File: config.mk
export PLATFORM = sky130hd
export DESIGN_NAME = tmds_pd_enc
export DESIGN_NICKNAME = d
export VERILOG_FILES = /design/src/rtl/tmds_pd_pkg.sv /design/src/rtl/tmds_pd_pair_rom.sv /design/src/rtl/tmds_pd_pacer.sv /design/src/rtl/tmds_pd_enc.sv
export SDC_FILE = /design/constraint.sdc
export NUM_CORES = 1
export LEC_CHECK = 0
export CAP_MARGIN = 15
export CELL_PAD_IN_SITES_DETAIL_PLACEMENT = 1
export CELL_PAD_IN_SITES_GLOBAL_PLACEMENT = 1
export CORE_MARGIN = 5
export CORE_UTILIZATION = 38
export CTS_BUF_LIST = sky130_fd_sc_hd__clkbuf_4 sky130_fd_sc_hd__clkbuf_8 sky130_fd_sc_hd__clkbuf_16
export DETAILED_ROUTE_END_ITERATION = 8
export DONT_BUFFER_PORTS = 1
export MAX_ROUTING_LAYER = met4
export PLACE_DENSITY = 0.78
export SETUP_SLACK_MARGIN = 0.4
export SYNTH_ARGS = -nofsm -noshare
export SYNTH_HDL_FRONTEND = slang
export SYNTH_HIERARCHICAL = 1
export SYNTH_SLANG_ARGS = --single-unit
File: constraint.sdc
create_clock -name clk -period 3.6 [get_ports clk]
set_input_delay 0.72 -clock clk [delete_from_list [all_inputs] [get_ports clk]]
set_output_delay 0.72 -clock clk [all_outputs]
set_load 0.02 [all_outputs]
File: src/rtl/tmds_pd_pkg.sv
`timescale 1ns/1ps
package tmds_pd_pkg;

   localparam int TMDS_DW = 8;
   localparam int SYM_W   = 10;

   typedef logic [SYM_W-1:0] tmds_sym_t;

   typedef struct packed {
      tmds_sym_t first;
      tmds_sym_t second;
   } tmds_pair_t;

   typedef struct packed {
      tmds_sym_t         sym;
      logic signed [7:0] bal;
   } tmds_res_t;

   // one symbol of the full disparity-tracking encoder
   function automatic tmds_res_t tmds_step(input logic [7:0] d, input logic signed [7:0] bal_in);
      logic [8:0] qm;
      int         ones_d;
      int         ones_q;
      int         diff;
      int         b_in;
      int         b_out;
      logic       use_xnor;
      tmds_res_t  r;
      ones_d   = $countones(d);
      use_xnor = (ones_d > 4) || ((ones_d == 4) && !d[0]);
      qm[0]    = d[0];
      for (int i = 1; i < 8; i++) begin
         qm[i] = use_xnor ? ~(qm[i-1] ^ d[i]) : (qm[i-1] ^ d[i]);
      end
      qm[8]  = ~use_xnor;
      ones_q = $countones(qm[7:0]);
      diff   = 2 * ones_q - 8;
      b_in   = int'(bal_in);
      if ((b_in == 0) || (ones_q == 4)) begin
         r.sym = {~qm[8], qm[8], (qm[8] ? qm[7:0] : ~qm[7:0])};
         b_out = qm[8] ? (b_in + diff) : (b_in - diff);
      end else if (((b_in > 0) && (ones_q > 4)) || ((b_in < 0) && (ones_q < 4))) begin
         r.sym = {1'b1, qm[8], ~qm[7:0]};
         b_out = b_in + 2 * int'(qm[8]) - diff;
      end else begin
         r.sym = {1'b0, qm[8], qm[7:0]};
         b_out = b_in - 2 * int'(~qm[8]) + diff;
      end
      r.bal = 8'(b_out);
      return r;
   endfunction

   // balanced pair for the upper seven bits: {v,0} then {v,1} from zero disparity
   function automatic tmds_pair_t pair_of(input logic [6:0] v);
      tmds_res_t  a;
      tmds_res_t  b;
      tmds_pair_t p;
      a = tmds_step({v, 1'b0}, 8'sd0);
      b = tmds_step({v, 1'b1}, a.bal);
      p.first  = a.sym;
      p.second = b.sym;
      return p;
   endfunction

   function automatic tmds_sym_t ctrl_sym(input logic [1:0] code);
      tmds_sym_t s;
      case (code)
         2'b00:   s = 10'b1101010100;
         2'b01:   s = 10'b0010101011;
         2'b10:   s = 10'b0101010100;
         default: s = 10'b1010101011;
      endcase
      return s;
   endfunction

endpackage

File: src/rtl/tmds_pd_pair_rom.sv
`timescale 1ns/1ps
module tmds_pd_pair_rom
   import tmds_pd_pkg::*;
#(
   parameter int IDX_W = 7
) (
   input  logic [IDX_W-1:0] idx,
   output tmds_pair_t       pair
);

   localparam int DEPTH = 1 << IDX_W;

   if (IDX_W != TMDS_DW - 1) begin : g_bad_idx
      $error("tmds_pd_pair_rom: IDX_W must be one less than the TMDS data width");
   end

   tmds_pair_t rom_q [DEPTH];

   for (genvar e = 0; e < DEPTH; e++) begin : g_ent
      localparam tmds_pair_t ENT = pair_of(7'(e));
      assign rom_q[e] = ENT;
   end

   assign pair = rom_q[idx];

endmodule

File: src/rtl/tmds_pd_pacer.sv
`timescale 1ns/1ps
module tmds_pd_pacer #(
   parameter bit ALIGN_PAIRS = 1'b1
) (
   input  logic clk,
   input  logic rst_n,
   input  logic in_de,
   input  logic busy,
   output logic in_ready
);

   logic slot_ok;

   if (ALIGN_PAIRS) begin : g_grid
      logic odd_q;
      always_ff @(posedge clk) begin
         if (!rst_n) odd_q <= 1'b0;
         else        odd_q <= ~odd_q;
      end
      assign slot_ok = ~odd_q;
   end else begin : g_free
      assign slot_ok = 1'b1;
   end

   // an active sample starts a pair only on a free boundary
   assign in_ready = ~busy & (~in_de | slot_ok);

endmodule

File: src/rtl/tmds_pd_enc.sv
`timescale 1ns/1ps
module tmds_pd_enc
   import tmds_pd_pkg::*;
#(
   parameter int CHAN_W      = 8,
   parameter bit ALIGN_PAIRS = 1'b1
) (
   input  logic              clk,
   input  logic              rst_n,
   input  logic              in_valid,
   output logic              in_ready,
   input  logic              in_de,
   input  logic [1:0]        in_sync,
   input  logic [CHAN_W-1:0] in_data,
   output logic [SYM_W-1:0]  sym_o,
   output logic              de_o
);

   localparam int IDX_W = CHAN_W - 1;

   if (CHAN_W != TMDS_DW) begin : g_bad_chan
      $error("tmds_pd_enc: CHAN_W must equal the TMDS data width");
   end

   logic       busy_q;
   tmds_sym_t  hold_q;
   logic [1:0] sync_q;
   tmds_sym_t  sym_q;
   logic       de_q;
   logic       take;
   logic [1:0] ctrl_code;
   tmds_pair_t pair;
   logic       unused_lsb;

   assign unused_lsb = in_data[0];

   tmds_pd_pacer #(.ALIGN_PAIRS(ALIGN_PAIRS)) u_pacer (
      .clk      (clk),
      .rst_n    (rst_n),
      .in_de    (in_de),
      .busy     (busy_q),
      .in_ready (in_ready)
   );

   tmds_pd_pair_rom #(.IDX_W(IDX_W)) u_rom (
      .idx  (in_data[CHAN_W-1:1]),
      .pair (pair)
   );

   assign take      = in_valid & in_ready;
   assign ctrl_code = (take && !in_de) ? in_sync : sync_q;

   always_ff @(posedge clk) begin
      if (!rst_n) begin
         busy_q <= 1'b0;
         hold_q <= '0;
         sync_q <= 2'b00;
         sym_q  <= ctrl_sym(2'b00);
         de_q   <= 1'b0;
      end else if (busy_q) begin
         sym_q  <= hold_q;
         de_q   <= 1'b1;
         busy_q <= 1'b0;
      end else if (take && in_de) begin
         sym_q  <= pair.first;
         hold_q <= pair.second;
         de_q   <= 1'b1;
         busy_q <= 1'b1;
      end else begin
         sym_q <= ctrl_sym(ctrl_code);
         de_q  <= 1'b0;
         if (take) sync_q <= in_sync;
      end
   end

   assign sym_o = sym_q;
   assign de_o  = de_q;

endmodule

==> run_results.csv, run 1 <==
group,metric,value,unit
outcome,status,"finished, final reports clean",
die,core-area,0.00668,mm^2
final_layout,fill_cells,819,
die,die_h,92.2,um
clocking,cts_buffers,3,
worst_setup_path,critical_path_required,3810,ps
clocking,clkLatencyLatePin,260,ps
route,drt_iter0_markers,249,
timing,relSlewSlack,42.5,%
yosys,syn_area,0.00257,mm^2
clocking,clockRootBuffer,"clkbuf_8",
clocking,post_cts_buffers,0,
worst_setup_path,end_kind,"register",
route,vias,2323,
yosys,synth_fp_nets,340,
worst_setup_path,max_stage_delay,760,ps
yosys,yosysTopAreaCellShare,19.5,%
yosys,ys_types,72,
yosys,synth-edff-count,0,
timing,setup_viol,0,
timing,fin_crit,2770,ps
yosys,syn_area_per_cell,7.97,um^2
die,start_util,38.4,%
placed_design,dp_slack,583,ps
yosys,ys_seq_area_share,19.5,%
worst_setup_path,crit_top_cell,"xnor2_2",
yosys,ys_seq_elements,25,
final_layout,fin_util,36.9,%
route,wl,6.95,mm
route,ant_nets,0,
placed_design,hpwl,4.83,mm
route,wl_per_cell,18.7,um
final_layout,fin_nets,310,
timing,max_freq,361,MHz
yosys,netlist_top_cells_count,"nand2_1, dfxtp_1, a21oi_1",
clocking,cts_buffer_depth,2,
timing,fin_skew,1.52,ps
final_layout,num_antenna_cells,0,
die,die_x,92.2,um
hold_path,hold_class,"reg2reg",
clocking,cts_tree,"built",
clocking,clkSlewWorstSetupHoldPaths,80,ps
yosys,ys_warn_count,6,
die,io_pins,26,
worst_setup_path,crit_slowest_cell,"ha_1",
die,die_area,0.00850,mm^2
power,irDropWorstVdd,239,uV
final_layout,area_growth,-3.85,%
timing,tns,0,ps
clocking,cts_sinks,25,
yosys,synth-main-ff-cell,"dfxtp_1",
grt,grt_max_degree,47,
worst_setup_path,cp_max_fo,22,
power,power_density,300,mW/mm^2
clocking,holdBufCountCts,0,
placed_design,numPortBuffers,0,
final_layout,drive_above_1_share,11.3,%
grt,overflow,0,
yosys,synth_top_cell_by_area,"dfxtp_1",
timing,period_share,77.0,%
die,num_rows,30,
route,remaining_drc_errors,0,
yosys,async_reset_ff_share,0,%
power,p_leak,0.868,nW
clocking,ctsResizeCount,0,
power,finalPower,0.741,mW
grt,grt_use_total,16.5,%
yosys,synth_area_leaders,"dfxtp_1, nand2_1, a21oi_1, buf_4, mux2i_1",
route,dr.pass1.iters,4,
worst_setup_path,crit_chain,"inv_1, ha_1, xnor2_2, xnor2_1, inv_2, xnor2_2, nand2_1, a311o_1, a21boi_2",
grt,grt_first_pass_wirelength,11.4,mm
route,via_per_inst,6.26,
timing,whs,441,ps
timing,rsz0062_at_grt,"no",
worst_setup_path,cp_data_arrival_time,2980,ps
timing,tightest_slew,862,ps
worst_setup_path,critical_path_class,"in2reg",
placed_design,gp_congestion,0.905,
worst_setup_path,crit_path_start_kind,"primary input",
grt,grt_pass1_vias,2217,
timing,slew_violations,0,
run,max_cap_viol_count,0,
grt,grt_antenna_before_repair,0,
yosys,synthCells,322,
timing,fin_ws,827,ps
clocking,cts.htree.levels,1,
yosys,yosysMostFrequentCell,"nand2_1",
timing,hold_violations,0,
==> area by class of cell <==
class / instances / area (um^2) / share of cell area [%]
Sequential cell: 25 / 500 / 20.3
Multi-Input combinational cell: 250 / 1770 / 71.7
Clock buffer: 4 / 48.8 / 1.98
Inverter: 11 / 41.3 / 1.67
Tap cell: 80 / 100 / 4.05
Timing Repair Buffer: 1 / 7.51 / 0.304
==> report_power, final <==
group          switching (mW)  internal, mW
combinational           0.137         0.111
sequential             0.0254         0.296
clock                  0.0852        0.0866
total                   0.247         0.494
==> worst paths after layout <==
| kind | start | end | slack, ps | depth (start not counted) |
|---|---|---|---|---|
| hold / removal | u_pacer/g_grid.odd_q | u_pacer/g_grid.odd_q | 440 | 1 |
| setup reg to reg | busy_q | sym_o[4] | 1470 | 4 |
| hold reg to reg | u_pacer/g_grid.odd_q | u_pacer/g_grid.odd_q | 440 | 1 |
| setup / recovery | in_data[1] | sym_o[7] | 830 | 9 |
==> sequential cells by signal (all words and copies together), names as in the netlist <==
register and cells:
de_o 1, hold_q 10, sync_q 2, busy_q 1, u_pacer/g_grid.odd_q 1, sym_o 10
==> per-stage QoR <==
stage,instances,cell area [um^2]
floorplan,322,2570
global placement,367,2420
detailed placement,367,2420
CTS,371,2470
global route,371,2470
finish,371,2470
==> placed cells by master, fill, tap and decap left out, types with 8 or more instances in the layout <==
cell	count
inv_1	8
o21ai_0	8
mux2i_1	10
nor2b_1	8
nor2_1	12
dfxtp_1	25
a21boi_0	10
nand2_1	48
nand2b_1	8
a21oi_1	21
==> routing by layer <==
metal | global-route usage (%) | vias to the layer above | wire length (um)
met5 | - | - | 0
met4 | 3.47 | 0 | 135
met1 | 22.9 | 1150 | 3320
li1 | - | 1116 | -
met3 | 2.71 | 10 | 206
met2 | 25.2 | 47 | 3290
==> kinds of logic after synthesis <==
group	after synthesis	synth area share [%]
flip-flops	25	19.5
XOR/XNOR	9	3.95
AND/OR/NAND/NOR	116	23.8
buffers and inverters	47	11.5
multiplexers	17	8.43
adder cells (fa/ha/maj)	6	2.78
AO/OA/AOI/OAI	102	30.0
==> worst max-delay path, delay by kind of cell <==
kind | cells | cell delay [ps]
adders and majority gates | 1 | 760
AOI/OAI and AO/OA | 2 | 510
and+or+nand+nor | 1 | 90
xor gates and xnor gates | 3 | 770
buffers and inverters | 2 | 140
Power figures use the tool's default switching activity.
==> run 2: changes to the inputs <==
--- a/config.mk
+++ b/config.mk
@@ -14,7 +14,7 @@
 export DETAILED_ROUTE_END_ITERATION = 8
 export DONT_BUFFER_PORTS = 1
 export MAX_ROUTING_LAYER = met4
-export PLACE_DENSITY = 0.78
+export PLACE_DENSITY = 0.8
 export SETUP_SLACK_MARGIN = 0.4
 export SYNTH_ARGS = -nofsm -noshare
 export SYNTH_HDL_FRONTEND = slang
==> constraint.sdc (replaced) <==
create_clock -name clk -period 2.3 [get_ports clk]
set_input_delay 0.46 -clock clk [delete_from_list [all_inputs] [get_ports clk]]
set_output_delay 0.46 -clock clk [all_outputs]
set_load 0.02 [all_outputs]
==> run 2 against run 1 <==
Effect of this change: final cell count increased by 2.4%; sequential power up 55%; register-to-register slack got worse by 660 ps; utilization is 3.6 points higher; via count is 3.0% higher; largest cell class unchanged; die area is the same; combinational power grew 84%; cell area increased by 9.7%; critical path depth is 1 lower; clock-buffer cell count is the same; critical endpoint is now sym_o[4].
==> run_results.csv, run 2 (same netlist as run 1, synthesis figures left out) <==
group,metric,value,unit
outcome,status,"finished, final reports clean",
final_layout,final_cell_mix,"nand2_1, dfxtp_1, a21oi_1, nor2_1",
placed_design,dp_cells,375,
worst_setup_path,crit_slowest_cell,"mux2_1",
grt,grt_use_total,18.2,%
worst_setup_path,max_stage_delay,320,ps
timing,rsz0062_at_grt,"yes",
final_layout,layoutNonFillerInstCount,380,
die,io_pins,26,
clocking,holdBufCountCts,0,
die,core-area,0.00668,mm^2
die,num_rows,30,
worst_setup_path,path_delay_family,"compound AO/OA/AOI/OAI gates",
route,wl_per_cell,19.6,um
worst_setup_path,end_kind,"register",
clocking,cts_tree,"built",
final_layout,drive_above_1_share,20.7,%
clocking,cts_buffer_depth,2,
final_layout,num_antenna_cells,0,
final_layout,fin_nets,319,
timing,fin_crit,1900,ps
worst_setup_path,crit_chain,"ha_4, buf_4, mux2_1, or2_1, a311oi_2, a211oi_2, a21oi_1, o311ai_2",
route,via_per_inst,6.30,
placed_design,gp_congestion,0.900,
final_layout,area_growth,5.51,%
timing,period_share,82.8,%
placed_design,dp_slack,78.5,ps
clocking,cts_buffers,3,
worst_setup_path,crit_path_start_kind,"primary input",
timing,fin_skew,1.22,ps
timing,slew_violations,0,
clocking,clkLatencyLatePin,270,ps
die,die_h,92.2,um
worst_setup_path,critical_path_required,2450,ps
clocking,cts_sinks,25,
placed_design,numPortBuffers,0,
worst_setup_path,crit_buf_inv,1,
grt,grt_antenna_before_repair,0,
timing,tns,0,ps
die,die_x,92.2,um
power,power_density,454,mW/mm^2
timing,setup_viol,0,
placed_design,hpwl,5.04,mm
final_layout,fill_cells,816,
timing,relSlewSlack,67.3,%
run,max_cap_viol_count,0,
power,p_leak,0.939,nW
die,die_area,0.00850,mm^2
route,ant_nets,0,
grt,grt_first_pass_wirelength,12.3,mm
clocking,clkSlewWorstSetupHoldPaths,80,ps
worst_setup_path,cp_data_arrival_time,2050,ps
route,wl,7.45,mm
worst_setup_path,cp_max_fo,10,
grt,grt_pass1_vias,2540,
timing,fin_ws,397,ps
route,dr.pass1.iters,4,
timing,tightest_slew,488,ps
die,start_util,38.4,%
grt,grt_max_degree,47,
final_layout,mostFrequentLayoutCell,"nand2_1",
timing,hold_violations,0,
hold_path,hold_class,"in2reg",
route,vias,2393,
worst_setup_path,ff2ff_setup_slack,810,ps
worst_setup_path,critical_path_class,"in2reg",
route,remaining_drc_errors,0,
timing,max_freq,525,MHz
grt,overflow,0,
clocking,cts.htree.levels,1,
route,drt_iter0_markers,146,
power,irDropWorstVdd,405,uV
clocking,clockRootBuffer,"clkbuf_8",
==> run 2: cell types whose count changed in the layout (fill, tap and decap cells not counted), sizes merged <==
cell,before,now
buf,1,10
==> run 2: power by group <==
part	internal, mW	switching, mW
clock network	0.136	0.138
registers	0.464	0.0357
logic	0.216	0.241
total	0.815	0.414
==> run 2: final cells by class <==
| cell class | instances | area [um^2] | area share [%] |
|---|---|---|---|
| clock buffers | 4 | 48.8 | 1.80 |
| well taps | 80 | 100 | 3.70 |
| multi-input cells | 250 | 1910 | 70.7 |
| repair buffers | 10 | 78.8 | 2.91 |
| flip-flops and latches | 25 | 500 | 18.5 |
| inverters | 11 | 66.3 | 2.45 |
==> run 2: timing repair <==
item | 4_1_cts | 5_1_grt
pin swaps | 3 | 5
resized for setup | 7 | 7
setup endpoints to repair | 4 | 9
gates cloned | 0 | 0
buffers inserted | 1 | 0
==> run 2: final timing paths <==
kind                        start              endpoint  cells past startpoint
max                    in_data[1]              sym_o[4]                      8
min                         rst_n              sym_o[9]                      1
max reg2reg  u_pacer/g_grid.odd_q              sym_o[2]                      4
min reg2reg  u_pacer/g_grid.odd_q  u_pacer/g_grid.odd_q                      1
==> run 2: stage by stage <==
step,hold WS [ps],total power [mW],utilization [%],area (um^2)
floorplan,412,0.916,-,2690
global placement,422,0.918,38.4,2570
detailed placement,437,0.932,38.4,2570
CTS,261,1.22,39.7,2660
global route,255,1.30,40.5,2710
finish,269,1.23,40.5,2710
==> run 2: metal layers <==
layer | vias to the layer above | GRT usage (%) | wire length (um)
met2 | 47 | 30.5 | 3650
li1 | 1129 | - | -
met5 | - | - | 0
met4 | 0 | 5.94 | 141
met3 | 13 | 2.87 | 278
met1 | 1204 | 22.2 | 3380
==> run 2: worst reg2reg max path, delay by kind of cell, from the launching register on <==
family / cells / cell delay, ps
AND/OR/NAND/NOR: 2 / 530
flip-flops: 1 / 330
AO/OA/AOI/OAI: 2 / 510
